## config.mk

```make
export PLATFORM = sky130hd
export DESIGN_NAME = lpsdr_cmd_enc
export DESIGN_NICKNAME = d
export VERILOG_FILES = /design/src/rtl/lpsdr_pkg.sv /design/src/rtl/lpsdr_cmd_map.sv /design/src/rtl/lpsdr_cke_ctl.sv /design/src/rtl/lpsdr_dqm_align.sv /design/src/rtl/lpsdr_cmd_enc.sv
export SDC_FILE = /design/constraint.sdc
export NUM_CORES = 1
export LEC_CHECK = 0
export BUFFER_PORTS_ARGS = -buffer_cell sky130_fd_sc_hd__buf_2
export CORE_MARGIN = 2
export CORE_UTILIZATION = 44
export CTS_CLUSTER_DIAMETER = 100
export DETAILED_ROUTE_END_ITERATION = 8
export GPL_TIMING_DRIVEN = 1
export PLACE_DENSITY_LB_ADDON = 0.05
export SLEW_MARGIN = 20
export SYNTH_ARGS = -nofsm -noshare
export SYNTH_HDL_FRONTEND = slang
export SYNTH_SLANG_ARGS = --single-unit
export TNS_END_PERCENT = 20
```

## constraint.sdc

```tcl
create_clock -name clk -period 1.1 [get_ports clk]
set_input_delay 0.11 -clock clk [delete_from_list [all_inputs] [get_ports clk]]
set_output_delay 0.11 -clock clk [all_outputs]
set_load 0.02 [all_outputs]
```

## src/rtl/lpsdr_pkg.sv

```systemverilog
package lpsdr_pkg;

  localparam int ROW_W  = 12;
  localparam int COL_W  = 9;
  localparam int BANK_W = 2;
  localparam int AP_BIT = 10;
  localparam int DQM_W  = 2;
  localparam int OP_W   = 4;

  typedef enum logic [OP_W-1:0] {
    OP_NOP     = 4'd0,
    OP_DESEL   = 4'd1,
    OP_ACT     = 4'd2,
    OP_RD      = 4'd3,
    OP_WR      = 4'd4,
    OP_PRE     = 4'd5,
    OP_PREALL  = 4'd6,
    OP_AREF    = 4'd7,
    OP_SREF    = 4'd8,
    OP_BST     = 4'd9,
    OP_DPD     = 4'd10,
    OP_MODE    = 4'd11
  } req_op_e;

  typedef struct packed {
    logic              cs_n;
    logic              ras_n;
    logic              cas_n;
    logic              we_n;
    logic [BANK_W-1:0] ba;
    logic [ROW_W-1:0]  a;
  } pin_bus_t;

  localparam pin_bus_t PIN_IDLE = '{cs_n: 1'b0, ras_n: 1'b1, cas_n: 1'b1,
                                    we_n: 1'b1, ba: '0, a: '0};

endpackage

```

## src/rtl/lpsdr_cmd_map.sv

```systemverilog
module lpsdr_cmd_map
  import lpsdr_pkg::*;
(
  input  logic [OP_W-1:0]   op,
  input  logic [BANK_W-1:0] bank,
  input  logic [ROW_W-1:0]  addr,
  input  logic              ap,
  output pin_bus_t          pins,
  output logic              pd_entry,
  output logic              wake
);

  always_comb begin
    pins     = PIN_IDLE;
    pd_entry = 1'b0;
    wake     = 1'b1;
    case (op)
      OP_NOP: wake = 1'b0;
      OP_DESEL: begin
        pins.cs_n = 1'b1;
        wake      = 1'b0;
      end
      OP_ACT: begin
        pins.ras_n = 1'b0;
        pins.ba    = bank;
        pins.a     = addr;
      end
      OP_RD: begin
        pins.cas_n            = 1'b0;
        pins.ba               = bank;
        pins.a[COL_W-1:0]     = addr[COL_W-1:0];
        pins.a[AP_BIT]        = ap;
      end
      OP_WR: begin
        pins.cas_n            = 1'b0;
        pins.we_n             = 1'b0;
        pins.ba               = bank;
        pins.a[COL_W-1:0]     = addr[COL_W-1:0];
        pins.a[AP_BIT]        = ap;
      end
      OP_PRE: begin
        pins.ras_n = 1'b0;
        pins.we_n  = 1'b0;
        pins.ba    = bank;
      end
      OP_PREALL: begin
        pins.ras_n     = 1'b0;
        pins.we_n      = 1'b0;
        pins.a[AP_BIT] = 1'b1;
      end
      OP_AREF: begin
        pins.ras_n = 1'b0;
        pins.cas_n = 1'b0;
      end
      OP_SREF: begin
        pins.ras_n = 1'b0;
        pins.cas_n = 1'b0;
        pd_entry   = 1'b1;
        wake       = 1'b0;
      end
      OP_BST: pins.we_n = 1'b0;
      OP_DPD: begin
        pins.we_n = 1'b0;
        pd_entry  = 1'b1;
        wake      = 1'b0;
      end
      OP_MODE: begin
        pins.ras_n = 1'b0;
        pins.cas_n = 1'b0;
        pins.we_n  = 1'b0;
        pins.ba    = bank;
        pins.a     = addr;
      end
      default: wake = 1'b0;
    endcase
  end


  always_comb begin
    if (!pins.cs_n && pins.ras_n && !pins.cas_n)
      col_upper_zero_chk: assert (pins.a[ROW_W-1] == 1'b0 && pins.a[COL_W] == 1'b0);
  end

endmodule

```

## src/rtl/lpsdr_cke_ctl.sv

```systemverilog
module lpsdr_cke_ctl (
  input  logic clk,
  input  logic rst_n,
  input  logic accept,
  input  logic pd_entry,
  input  logic wake,
  output logic cke
);

  always_ff @(posedge clk or negedge rst_n) begin
    if (!rst_n)                  cke <= 1'b1;
    else if (accept && pd_entry) cke <= 1'b0;
    else if (accept && wake)     cke <= 1'b1;
  end


  entry_drops_cke_chk: assert property (@(posedge clk) disable iff (!rst_n)
    (accept && pd_entry) |=> !cke);


  cke_rise_cause_chk: assert property (@(posedge clk) disable iff (!rst_n)
    $rose(cke) |-> $past(accept && wake));


  cke_fall_cause_chk: assert property (@(posedge clk) disable iff (!rst_n)
    $fell(cke) |-> $past(accept && pd_entry));

endmodule

```

## src/rtl/lpsdr_dqm_align.sv

```systemverilog
module lpsdr_dqm_align
  import lpsdr_pkg::*;
#(
  parameter int CAS_LAT = 3
) (
  input  logic             clk,
  input  logic             rst_n,
  input  logic             dm_valid,
  input  logic             dm_read,
  input  logic [DQM_W-1:0] dm_bytes,
  output logic [DQM_W-1:0] dqm
);

  localparam int RD_EXTRA = CAS_LAT - 2;

  logic [DQM_W-1:0] wr_now, rd_now, rd_tap;

  assign wr_now = (dm_valid && !dm_read) ? dm_bytes : '0;
  assign rd_now = (dm_valid &&  dm_read) ? dm_bytes : '0;

  generate
    if (RD_EXTRA <= 0) begin : g_rd_direct
      assign rd_tap = rd_now;
    end else begin : g_rd_pipe
      logic [DQM_W-1:0] stage [RD_EXTRA];
      always_ff @(posedge clk or negedge rst_n) begin
        if (!rst_n) begin
          for (int i = 0; i < RD_EXTRA; i++) stage[i] <= '0;
        end else begin
          stage[0] <= rd_now;
          for (int i = 1; i < RD_EXTRA; i++) stage[i] <= stage[i-1];
        end
      end
      assign rd_tap = stage[RD_EXTRA-1];
    end
  endgenerate

  always_ff @(posedge clk or negedge rst_n) begin
    if (!rst_n) dqm <= '0;
    else        dqm <= wr_now | rd_tap;
  end


  write_mask_lands_chk: assert property (@(posedge clk) disable iff (!rst_n)
    (dm_valid && !dm_read) |=> ((dqm & $past(dm_bytes)) == $past(dm_bytes)));

endmodule

```

## src/rtl/lpsdr_cmd_enc.sv

```systemverilog
module lpsdr_cmd_enc
  import lpsdr_pkg::*;
#(
  parameter int CAS_LAT = 3
) (
  input  logic              clk,
  input  logic              rst_n,
  input  logic              req_valid,
  output logic              req_ready,
  input  logic [OP_W-1:0]   req_op,
  input  logic [BANK_W-1:0] req_bank,
  input  logic [ROW_W-1:0]  req_addr,
  input  logic              req_ap,
  input  logic              dm_valid,
  input  logic              dm_read,
  input  logic [DQM_W-1:0]  dm_bytes,
  output logic              sd_cke,
  output logic              sd_cs_n,
  output logic              sd_ras_n,
  output logic              sd_cas_n,
  output logic              sd_we_n,
  output logic [BANK_W-1:0] sd_ba,
  output logic [ROW_W-1:0]  sd_a,
  output logic              sd_dqml,
  output logic              sd_dqmh
);

  logic             rdy_q;
  logic             accept;
  pin_bus_t         map_pins, pins_q;
  logic             pd_entry, wake;
  logic [DQM_W-1:0] dqm;

  assign accept    = req_valid && rdy_q;
  assign req_ready = rdy_q;

  always_ff @(posedge clk or negedge rst_n) begin
    if (!rst_n) rdy_q <= 1'b0;
    else        rdy_q <= 1'b1;
  end

  lpsdr_cmd_map u_map (
    .op       (req_op),
    .bank     (req_bank),
    .addr     (req_addr),
    .ap       (req_ap),
    .pins     (map_pins),
    .pd_entry (pd_entry),
    .wake     (wake)
  );

  always_ff @(posedge clk or negedge rst_n) begin
    if (!rst_n)      pins_q <= PIN_IDLE;
    else if (accept) pins_q <= map_pins;
    else             pins_q <= PIN_IDLE;
  end

  lpsdr_cke_ctl u_cke (
    .clk      (clk),
    .rst_n    (rst_n),
    .accept   (accept),
    .pd_entry (pd_entry),
    .wake     (wake),
    .cke      (sd_cke)
  );

  lpsdr_dqm_align #(.CAS_LAT(CAS_LAT)) u_dqm (
    .clk      (clk),
    .rst_n    (rst_n),
    .dm_valid (dm_valid),
    .dm_read  (dm_read),
    .dm_bytes (dm_bytes),
    .dqm      (dqm)
  );

  assign sd_cs_n  = pins_q.cs_n;
  assign sd_ras_n = pins_q.ras_n;
  assign sd_cas_n = pins_q.cas_n;
  assign sd_we_n  = pins_q.we_n;
  assign sd_ba    = pins_q.ba;
  assign sd_a     = pins_q.a;
  assign sd_dqml  = dqm[0];
  assign sd_dqmh  = dqm[1];


  idle_gives_nop_chk: assert property (@(posedge clk) disable iff (!rst_n)
    !(req_valid && req_ready) |=>
      (!sd_cs_n && sd_ras_n && sd_cas_n && sd_we_n && sd_a == '0 && sd_ba == '0));


  preall_bank_zero_chk: assert property (@(posedge clk) disable iff (!rst_n)
    (!sd_cs_n && !sd_ras_n && sd_cas_n && !sd_we_n && sd_a[AP_BIT]) |-> sd_ba == '0);

endmodule

```

Word level (Yosys, flattened, before mapping) --
Index checks and enable logic that the tools add are counted. Widths: inputs -> output; s select.
Storage, ports and cells: input port bits 26, logic and storage cells 54, output and inout port bits 22, flip-flop bits (word level) 24
Cells by class: equality and inequality tests 11, reduce and logical (&&, ||, !) cells 16, bitwise operators 1, mux-type cells 16
Operators by type and width (count):
- $mux 18 | 1
- $eq 4x3->1 const B | 4
- $eq 4x4->1 const B | 4
- $reduce_or 6->1 | 2
- $mux 1 | 10
- $reduce_or 5->1 | 2
- $mux 9 | 1
- $eq 4x2->1 const B | 2
- $reduce_or 8->1 | 1
- $mux 2 | 3
- $reduce_or 2->1 | 3
- $logic_and 1x1->1 | 5
- $eq 4x1->1 const B | 1
- $reduce_or 4->1 | 1
- $pmux 1 s3 | 1
- $or 2x2->2 | 1
- $reduce_bool 2->1 | 1
- $logic_not 1->1 | 1

Logic depth before layout (Yosys ltp) --
Gate-level depths: netlist of the first run.
word-level depth 6, gate-level depth with buffers 4, depth with buffers taken out 3

By module --
Synthesis of the first run repeated with hierarchy kept, for this count alone.
Unflattened totals: cell total of the unflattened synthesis 99, area, all modules 1137.3 um2
Modules (own cells, without submodules):
- lpsdr_cmd_enc | area an instance 636.9 um2, cells each 41, seq. area each 479.2 um2, times used 1
- lpsdr_cmd_map | area an instance 320.3 um2, cells each 46, seq. area each 0.0 um2, times used 1
- lpsdr_dqm_align | area an instance 143.9 um2, cells each 9, seq. area each 100.1 um2, times used 1
- lpsdr_cke_ctl | area an instance 36.3 um2, cells each 3, seq. area each 26.3 um2, times used 1

Worst setup path after synthesis of the first run --
OpenSTA, ideal clock, no wires.
path kind register to register, start point reg rdy_q (netlist: req_ready), end point reg pins_q, in the netlist sd_ba[0], data required time 980 ps, library setup time 120 ps, arrival time 953 ps, clock period less this slack 1072 ps, setup slack 28 ps, stages on the path, launching flop included 4, path buffers 1, path through dfrtp_1 -> and2_1 -> buf_2 -> and3_1
Between the ends: cells in the longest elaborated chain, start to end 2
RTL lines:
- start, declared | line lpsdr_cmd_enc.sv:28 | logic rdy_q;
- start signal, assigned | line lpsdr_cmd_enc.sv:38 | if (!rst_n) rdy_q <= 1'b0;
- start signal, assigned | line lpsdr_cmd_enc.sv:39 | else rdy_q <= 1'b1;
- $logic_and 1x1->1 | line lpsdr_cmd_enc.sv:34 | assign accept = req_valid && rdy_q;
- $mux 18 | line lpsdr_cmd_enc.sv:54 | else if (accept) pins_q <= map_pins;
- end signal, assigned | line lpsdr_cmd_enc.sv:54
- end, declared | line lpsdr_cmd_enc.sv:30 | pin_bus_t map_pins, pins_q;
Every way passes these cells. A chain may end at the register's enable or synchronous reset.

Final worst setup path of the first run --
start point reg u_cke.cke, end point out sd_cke
RTL lines:
- start, declared | line lpsdr_cke_ctl.sv:7 | output logic cke
- start signal, assigned | line lpsdr_cke_ctl.sv:11 | if (!rst_n) cke <= 1'b1;
- start signal, assigned | line lpsdr_cke_ctl.sv:12 | else if (accept && pd_entry) cke <= 1'b0;
- start signal, assigned | line lpsdr_cke_ctl.sv:13 | else if (accept && wake) cke <= 1'b1;
- end, declared | line lpsdr_cmd_enc.sv:17 | output logic sd_cke,
No word-level cell between the ends.

==> results of run 1 <==
-- power breakdown --
group | switching (mW) | internal (mW)
Clock | 0.231 | 0.127
Sequential | 0.0130 | 0.926
Combinational | 0.165 | 0.152
-- sequential cells by signal (all words and copies together) (netlist names) --
| signal | count |
|---|---|
| sd_a | 12 |
| sd_ba | 2 |
| u_dqm.dqm | 2 |
| u_dqm.g_rd_pipe.stage | 2 |
| req_ready | 1 |
| sd_cas_n | 1 |
| sd_cs_n | 1 |
| sd_ras_n | 1 |
| sd_we_n | 1 |
| u_cke.cke | 1 |
-- synth_stat cells, drive strengths merged --
| master | instances |
|---|---|
| dfstp | 4 |
| o31ai | 1 |
| nand3 | 1 |
| nand2b | 3 |
| nor3 | 1 |
| a211o | 1 |
| and4b | 1 |
| and2 | 3 |
| buf | 5 |
| a211oi | 2 |
| a21o | 2 |
| or3 | 1 |
| o21ai | 5 |
| o21a | 1 |
| nand3b | 1 |
| a21oi | 3 |
| mux2i | 1 |
| nor2 | 3 |
| and3b | 1 |
| or2 | 1 |
| xnor2 | 1 |
| dfrtp | 20 |
| and3 | 13 |
| o221ai | 1 |
| xor2 | 2 |
| nor2b | 2 |
| nand2 | 2 |
| conb | 1 |
-- repair_timing --
item / 4_1_cts / 5_1_grt
hold buffers: 1 / 1
resized for setup: 2 / 6
setup buffers: 1 / 0
endpoints found under the setup margin: 2 / 4
hold endpoints to repair: 20 / 1
-- layer usage --
layer  up-vias  part of all wire  wire [um]
met3         2             0.056        110
met2        27              0.49        952
met5         -                 0          0
met4         0            0.0097         19
li1        397                 -          -
met1       376              0.45        878
-- worst paths after layout --
kind | depth (start not counted) | end
min in group asynchronous | 2 | sd_ba[0]$_DFF_PN0_
hold / removal | 2 | sd_a[11]$_DFF_PN0_
max in group asynchronous | 2 | sd_cas_n$_DFF_PN1_
hold reg to reg | 1 | u_dqm.dqm[0]$_DFF_PN0_
setup reg to reg | 4 | u_cke.cke$_DFFE_PN1P_
setup / recovery | 1 | sd_cke
-- layout make-up --
type                       instances  area share
timing repair buffer              57       0.246
tap                               28      0.0256
multi-input combinational         54       0.268
sequential                        24       0.443
clock buffer                       3      0.0165
-- through the flow --
stage | instances | instance area (um2) | setup TNS [ns] | total power [mW] | util
after floorplan | 83 | 1010 | 0 | 1.11 | -
after global placement | 160 | 1290 | 0 | 1.23 | 0.591
after detailed placement | 160 | 1290 | 0 | 1.24 | 0.591
after CTS | 165 | 1340 | 0 | 1.62 | 0.611
after global routing | 166 | 1370 | -0.0118 | 1.70 | 0.624
final | 166 | 1370 | 0 | 1.61 | 0.624
-- logic make-up (layout without fill, tap and decap cells) --
group / after synthesis / count (layout) / share of synthesized area
other cells: 1 / 1 / 0.00372
simple gates: 33 / 33 / 0.204
buf+inv: 5 / 60 / 0.0360
xor+xnor: 3 / 3 / 0.0261
mux: 1 / 1 / 0.00994
compound gates: 16 / 16 / 0.119
flops: 24 / 24 / 0.601
==> run metrics, run 1 <==
result of the run=complete, no violations; initial standard-cell utilization of the core=0.460; yosys synthesis warning count=0; portion of the post-synthesis area used by sequential elements=0.601; floorplan die height=51.8 um; total area of multi-input combinational cells=367 um2; CTS tree=built; unique cell type count in the Yosys netlist=31; pins over their slew limit=0; most used cells in the layout excluding fill and tap cells=sky130_fd_sc_hd__buf_2 (43), sky130_fd_sc_hd__dfrtp_1 (20), sky130_fd_sc_hd__and3_1 (13); GP Congestion=0.765; met2 layer usage reported by global route=0.281; setup slack after placement=0.0249 ns; maximum resistive drop on vdd=721 uV; post-detail-place hpwl=1510 um; Post-Synthesis Cells=83; data required time of the critical path=0.99 ns; kind of start point of the critical path=flip-flop; data arrival time of the critical path=0.97 ns; maximum cell stage delay along the critical path=0.56 ns; Clk Latency, worst-skew pair=0.30 ns; vias in the first global route=764; share of post-route cells with drive strength above 1=0.478; horizontal die dimension=51.8 um; Setup CP Type=reg2out; FF+latch count, synth=24; number of hold violations in the final report=0; post-route DRC violation count=0; maximum fanout count along the critical path=2; series of cell instances along the critical path=buf_6; Detailed Route Iter0 Violations=8; net count of the mapped netlist=109; relative area change from synthesis to final layout=35.7%; hold slack final=0.00742 ns; average cell area after synthesis=12.1 um2; overall fraction of global-route tracks in use=0.162; setup violators final=0; number of fill cells in the layout=193; number of H-tree branching levels=1; setup slack of the worst register-to-register path=0.09 ns; least setup slack across all paths after layout=0.0226 ns; RR Startpoint=u_cke.cke$_DFFE_PN1P_; Clk Tree Root Cell=sky130_fd_sc_hd__clkbuf_4; wire length per cell=11.8 um; met3 capacity usage during global routing=0.0201; post-synthesis instance area=0.00101 mm2; Worst setup EP type=output port; Leakage=0.785 nW; Routed Wire Length=1960 um; minimum clock period after layout=1.08 ns; portion of the clock cycle consumed by the worst path in the final layout=0.979; startpoint of the worst setup timing path=u_cke.cke$_DFFE_PN1P_; placeable core region=0.00219 mm2; Pwr per Cell Area=1180 mW/mm2; most frequent standard cell in the layout excluding fill and tap cells=sky130_fd_sc_hd__buf_2; nets=166; cell with the largest stage delay on the worst path=sky130_fd_sc_hd__dfstp_2; sequential cell area=606 um2; highest clock rate=0.928 GHz; maximum number of pins on one net before global-route repair=25; number of antenna repair diodes=0; post-route clock skew=0.00530 ns; crit path buf inv count=1; max cap viols=0; drt first pass iters=2; number of placement rows=17; portion of synthesized cell area occupied by the leading cell type=0.497; number of buffers added by the clock tree synthesis step=3; class of the most critical hold timing path=in2reg; final antenna-violating net count=0; main area contributors after synthesis=sky130_fd_sc_hd__dfrtp_1 (50%), sky130_fd_sc_hd__dfstp_2 (10%), sky130_fd_sc_hd__and3_1 (8.1%); post-synthesis cell type with the largest combined area=sky130_fd_sc_hd__dfrtp_1; clock slew at reported path FFs=0.12 ns; Clock Sinks=24; global routing's busiest layer=met2; Worst path top cell family by delay=flip-flops; CTS max path bufs=2; remaining global-route overflow=0; Ports=48; total of buffers placed on input and output ports=47; floorplan die area=0.00269 mm2; Worst Min Path Start=req_addr[11]; via/cell ratio=4.83; antenna violations before repair=0; vias=802; unrepaired setup endpoints after global routing=true; global-route wire length before repair=3230 um; met1 Use GR=0.198
(Power assumes the default switching activity.)
==> run 2, diff against run 1 <==
--- a/config.mk
+++ b/config.mk
@@ -12,6 +12,7 @@
 export DETAILED_ROUTE_END_ITERATION = 8
 export GPL_TIMING_DRIVEN = 1
 export PLACE_DENSITY_LB_ADDON = 0.05
+export SKIP_LAST_GASP = 1
 export SLEW_MARGIN = 20
 export SYNTH_ARGS = -nofsm -noshare
 export SYNTH_HDL_FRONTEND = slang
==> constraint.sdc (replaced) <==
create_clock -name clk -period 1.1 [get_ports clk]
set_input_delay 0.055 -clock clk [delete_from_list [all_inputs] [get_ports clk]]
set_output_delay 0.055 -clock clk [all_outputs]
set_load 0.01 [all_outputs]
==> run 2 against run 1 <==
Non-clock buffer count up 9. Combinational power shrank 9.1%. Sequential power about the same.
==> run metrics, run 2 (synthesized netlist as in run 1, its figures left out) <==
Clock Sinks=24 (unchanged); floorplan die area=0.00269 mm2 (unchanged); count of cells along the worst hold path=2 (unchanged); GP Congestion=0.782 (+2.3%); share of post-route cells with drive strength above 1=0.415 (-0.0633); nets=175 (+5.4%); Detailed Route Iter0 Violations=8 (unchanged); vias=817 (+1.9%); post-route clock skew=0.000922 ns (-0.00437 ns); number of flip-flops under the largest register name=12 (unchanged); Pwr Total=1.57 mW (-2.8%); Worst path top cell family by delay=flip-flops; setup violators final=0 (unchanged); crit path buf inv count=1 (unchanged); horizontal die dimension=51.8 um (unchanged); antenna violations before repair=0 (unchanged); end of the worst hold path=u_dqm.g_rd_pipe.stage[0]$_DFF_PN0_; clock slew at reported path FFs=0.11 ns (about the same); Leakage=0.809 nW (+3.0%); cell with the largest stage delay on the worst path=sky130_fd_sc_hd__dfstp_2; most frequent standard cell in the layout excluding fill and tap cells=sky130_fd_sc_hd__buf_2; number of antenna repair diodes=0 (unchanged); Routed Wire Length=1990 um (+1.5%); maximum fanout count along the critical path=3 (+1); fraction of power consumed by combinational cells=0.183 (-0.013); power share of the sequential group=0.598 (+0.016); net switching component of the power=366 uW (-10%); maximum resistive drop on vdd=695 uV (-3.6%); minimum clock period after layout=1.02 ns (-0.0535 ns); Pwr per Cell Area=1080 mW/mm2 (-8.3%); placeable core region=0.00219 mm2 (unchanged); Setup CP Type=reg2out; initial standard-cell utilization of the core=0.460 (unchanged); WP depth=1 (unchanged); via/cell ratio=4.67 (-3.4%); relative area change from synthesis to final layout=43.7%; CTS max path bufs=2 (unchanged); relative contribution of the clock network to total power=0.219 (-0.003); number of hold violations in the final report=0 (unchanged); hold slack final=0.0245 ns (+0.0171 ns); series of cell instances along the critical path=buf_2; internal power of the cells=1.20 mW (-0.27%); overall fraction of global-route tracks in use=0.156 (-0.00595); kind of start point of the critical path=flip-flop; portion of the clock cycle consumed by the worst path in the final layout=0.931 (-0.0486); remaining global-route overflow=0 (unchanged); Clk Tree Root Cell=sky130_fd_sc_hd__clkbuf_4; result of the run=complete, no violations; number of placement rows=17 (unchanged); global-route wire length before repair=3040 um (-5.8%); total of buffers placed on input and output ports=47 (unchanged); data required time of the critical path=1.04 ns (+0.05 ns); switching portion of total power=0.234 (-0.0196); unrepaired setup endpoints after global routing=false; final antenna-violating net count=0 (unchanged); final sum of negative setup slack=0 ns (unchanged); CTS tree=built; Clk Latency, worst-skew pair=0.29 ns (about the same); RR Startpoint=req_ready$_DFF_PN0_; number of H-tree branching levels=1 (unchanged); wire length per cell=11.4 um (-3.7%); maximum cell stage delay along the critical path=0.55 ns (about the same); floorplan die height=51.8 um (unchanged); Worst Min Path Start=dm_read; max cap viols=0 (unchanged); Worst setup EP type=output port; class of the most critical hold timing path=in2reg; endpoint of the lowest-slack register-to-register path=sd_cs_n$_DFF_PN0_; highest clock rate=0.977 GHz (+5.2%); vias in the first global route=706 (-7.6%); setup slack of the worst register-to-register path=0.14 ns (+0.05 ns); pins over their slew limit=0 (unchanged); drt first pass iters=4 (+2); most used cells in the layout excluding fill and tap cells=sky130_fd_sc_hd__buf_2 (47), sky130_fd_sc_hd__dfrtp_1 (20), sky130_fd_sc_hd__dlygate4sd3_1 (16); post-detail-place hpwl=1370 um (-9.0%); Worst Reg2Reg Path Length in Cells=2 (-2); Ports=48 (unchanged); maximum number of pins on one net before global-route repair=25 (unchanged); data arrival time of the critical path=0.97 ns (about the same); number of buffers added by the clock tree synthesis step=3 (unchanged); post-route DRC violation count=0 (unchanged); number of fill cells in the layout=179 (-7.3%)
==> run 2: area by class of cell <==
cell class	count	area, um2	share of cell area
clock buffer	3	22.5	0.0156
multi-input combinational	54	367	0.253
sequential	24	606	0.418
tap	28	35.0	0.0242
timing repair buffer	66	418	0.289
==> run 2: worst max-delay path by stage <==
stage | start | to
finish | u_cke.cke$_DFFE_PN1P_ | sd_cke
global route | u_cke.cke$_DFFE_PN1P_ | sd_cke
CTS | req_ready$_DFF_PN0_ | u_cke.cke$_DFFE_PN1P_
detailed placement | req_ready$_DFF_PN0_ | u_cke.cke$_DFFE_PN1P_
global placement | req_ready$_DFF_PN0_ | u_cke.cke$_DFFE_PN1P_
floorplan | req_ready$_DFF_PN0_ | sd_ba[0]$_DFF_PN0_
==> run 2: power by group through the flow <==
stage          Sequential (mW)  Combinational, mW  Clock, mW
2_1_floorplan            0.973              0.115          0
3_3_place_gp             0.954              0.239          0
3_5_place_dp             0.955              0.244          0
4_1_cts                  0.938              0.289      0.363
5_1_grt                  0.945              0.322      0.390
6_report                 0.938              0.288      0.343
==> run 2: what timing repair did <==
action | CTS | global route
hold buffers | 16 | 0
setup buffers | 0 | 0
endpoints found under the setup margin | 0 | 14
endpoints found under the hold margin | 35 | 0
resized for setup | 0 | 1
==> run 2: per-layer routing <==
layer	track usage	wire length, um	vias to the layer above
met3	0.0172	111	2
met5	0	0	-
li1	-	-	417
met1	0.193	857	371
met4	0.0789	27	0
met2	0.268	993	27
==> run 2: metrics by stage <==
step                       util  setup slack (ns)  cells  instance area (um2)
final                     0.661            0.0761    175                 1450
after global routing      0.661            0.0211    175                 1450
after CTS                 0.660            0.0280    175                 1450
after detailed placement  0.577            0.0569    156                 1260
after global placement    0.577            0.0807    156                 1260
after floorplan               -            0.0869     83                 1010
==> run 3, diff against run 2 <==
--- a/config.mk
+++ b/config.mk
@@ -6,6 +6,7 @@
 export NUM_CORES = 1
 export LEC_CHECK = 0
 export BUFFER_PORTS_ARGS = -buffer_cell sky130_fd_sc_hd__buf_2
+export CORE_ASPECT_RATIO = 1.4
 export CORE_MARGIN = 2
 export CORE_UTILIZATION = 44
 export CTS_CLUSTER_DIAMETER = 100
==> run 3 against run 2 <==
Sequential cell count stayed put. Largest power group unchanged. Sequential share of layout area decreased by 1.5 points. Worst setup slack got worse by 0.017 ns. Final area is 3.6% higher. Critical path depth unchanged.
==> run metrics, run 3 (synthesized netlist as in run 1, its figures left out) <==
CTS tree=built; overall fraction of global-route tracks in use=0.177 (+0.0207); internal power of the cells=1.30 mW (+7.9%); class of the most critical hold timing path=in2reg; wire length per cell=11.9 um (+4.2%); vias in the first global route=837 (+19%); number of H-tree branching levels=1 (unchanged); number of buffers added by the clock tree synthesis step=3 (unchanged); clock slew at reported path FFs=0.12 ns (about the same); power share of the sequential group=0.553 (-0.045); drt first pass iters=4 (unchanged); switching portion of total power=0.237 (+0.00297); portion of the clock cycle consumed by the worst path in the final layout=0.946 (+0.0152); Clock Sinks=24 (unchanged); most frequent standard cell in the layout excluding fill and tap cells=sky130_fd_sc_hd__buf_2; result of the run=complete, no violations; Worst Min Path Start=req_op[1]; initial standard-cell utilization of the core=0.463 (+0.00291); floorplan die area=0.00269 mm2 (+0.20%); number of antenna repair diodes=0 (unchanged); Pwr per Cell Area=1130 mW/mm2 (+4.5%); maximum cell stage delay along the critical path=0.57 ns (+0.02 ns); number of placement rows=20 (+3); maximum resistive drop on vdd=839 uV (+21%); Worst Reg2Reg Path Length in Cells=2 (unchanged); remaining global-route overflow=0 (unchanged); Worst setup EP type=output port; final antenna-violating net count=0 (unchanged); number of flip-flops under the largest register name=12 (unchanged); maximum number of pins on one net before global-route repair=25 (unchanged); CTS max path bufs=2 (unchanged); setup slack of the worst register-to-register path=0.13 ns (about the same); data arrival time of the critical path=0.99 ns (+0.02 ns); placeable core region=0.00218 mm2 (-0.63%); most used cells in the layout excluding fill and tap cells=sky130_fd_sc_hd__buf_2 (46), sky130_fd_sc_hd__dlygate4sd3_1 (20), sky130_fd_sc_hd__dfrtp_1 (20); end of the worst hold path=sd_we_n$_DFF_PN1_; Clk Latency, worst-skew pair=0.31 ns (+0.02 ns); maximum fanout count along the critical path=3 (unchanged); post-route clock skew=0.00665 ns (+0.00572 ns); unrepaired setup endpoints after global routing=false; Routed Wire Length=2060 um (+3.6%); final core utilization=0.689 (+0.0283); data required time of the critical path=1.04 ns (about the same); count of cells along the worst hold path=3 (+1); via/cell ratio=4.97 (+6.5%); minimum clock period after layout=1.04 ns (+0.0167 ns); Ports=48 (unchanged); max cap viols=0 (unchanged); final sum of negative setup slack=0 ns (unchanged); net switching component of the power=402 uW (+9.7%); vias=865 (+5.9%); Leakage=0.835 nW (+3.3%); relative area change from synthesis to final layout=48.9%; endpoint of the lowest-slack register-to-register path=sd_ba[1]$_DFF_PN0_; number of hold violations in the final report=0 (unchanged); total of buffers placed on input and output ports=47 (unchanged); series of cell instances along the critical path=buf_6; setup violators final=0 (unchanged); Detailed Route Iter0 Violations=12 (+4); global-route wire length before repair=3420 um (+12%); GP Congestion=0.782 (unchanged); highest clock rate=0.961 GHz (-1.6%); crit path buf inv count=1 (unchanged); share of post-route cells with drive strength above 1=0.408 (-0.00707); number of fill cells in the layout=175 (-2.2%); cell with the largest stage delay on the worst path=sky130_fd_sc_hd__dfstp_2; relative contribution of the clock network to total power=0.266 (+0.047); RR Startpoint=req_ready$_DFF_PN0_; fraction of power consumed by combinational cells=0.181 (-0.002); Worst path top cell family by delay=flip-flops; Clk Tree Root Cell=sky130_fd_sc_hd__clkbuf_4; floorplan die height=60.6 um (+17%); post-route DRC violation count=0 (unchanged); pins over their slew limit=0 (unchanged); Setup CP Type=reg2out; post-detail-place hpwl=1390 um (+1.4%); nets=179 (+2.3%); kind of start point of the critical path=flip-flop; antenna violations before repair=0 (unchanged); Setup Fix Bufs, Post-CTS=0 (unchanged); horizontal die dimension=44.4 um (-14%)
[run 3: layer usage]
| layer | part of all wire | wire [um] | up-vias | track usage |
|---|---|---|---|---|
| met2 | 0.54 | 1120 | 33 | 0.326 |
| li1 | - | - | 427 | - |
| met1 | 0.39 | 794 | 400 | 0.185 |
| met3 | 0.048 | 100 | 5 | 0.0268 |
| met4 | 0.024 | 49 | 0 | 0.108 |
| met5 | 0 | 0 | - | 0 |
[run 3: power by group through the flow]
stage | clock (mW) | combinational (mW) | sequential, mW
global route | 0.501 | 0.345 | 0.945
global placement | 0 | 0.237 | 0.953
floorplan | 0 | 0.115 | 0.973
CTS | 0.467 | 0.301 | 0.938
finish | 0.451 | 0.307 | 0.940
detailed placement | 0 | 0.245 | 0.955
[run 3: stage by stage]
stage / cell area [um2] / worst slack, ns / cells / hold WS (ns) / power [mW]
after floorplan: 1010 / 0.0869 / 83 / -0.241 / 1.09
after global placement: 1260 / 0.0447 / 150 / 0.0474 / 1.19
after detailed placement: 1260 / 0.00447 / 150 / 0.0545 / 1.20
after CTS: 1490 / 0.0363 / 174 / 0.0875 / 1.71
after global routing: 1500 / 0.0180 / 174 / 0.137 / 1.79
final: 1500 / 0.0594 / 174 / 0.101 / 1.70
[run 3: layout make-up]
cell class	instances	area (um2)	area share
well taps	22	27.5	0.0183
multi-input cells	54	367	0.244
clock buffers	4	36.3	0.0242
repair buffers	70	464	0.309
flip-flops and latches	24	606	0.404
[run 3: how the worst max path moves through the flow]
stage | cells after the start | slack [ns] | from | endpoint
after global placement | 3 | 0.04 | req_ready$_DFF_PN0_ | u_cke.cke$_DFFE_PN1P_
after CTS | 1 | 0.04 | u_cke.cke$_DFFE_PN1P_ | sd_cke
after detailed placement | 3 | 0.004 | req_ready$_DFF_PN0_ | u_cke.cke$_DFFE_PN1P_
after global routing | 1 | 0.02 | u_cke.cke$_DFFE_PN1P_ | sd_cke
final | 1 | 0.06 | u_cke.cke$_DFFE_PN1P_ | sd_cke
after floorplan | 3 | 0.09 | req_ready$_DFF_PN0_ | sd_ba[0]$_DFF_PN0_
[run 3: repair_timing]
item | 4_1_cts | 5_1_grt
gates cloned | 0 | 0
resized for setup | 1 | 1
hold buffers | 20 | 0
hold endpoints to repair | 39 | 0
setup endpoints to repair | 2 | 1
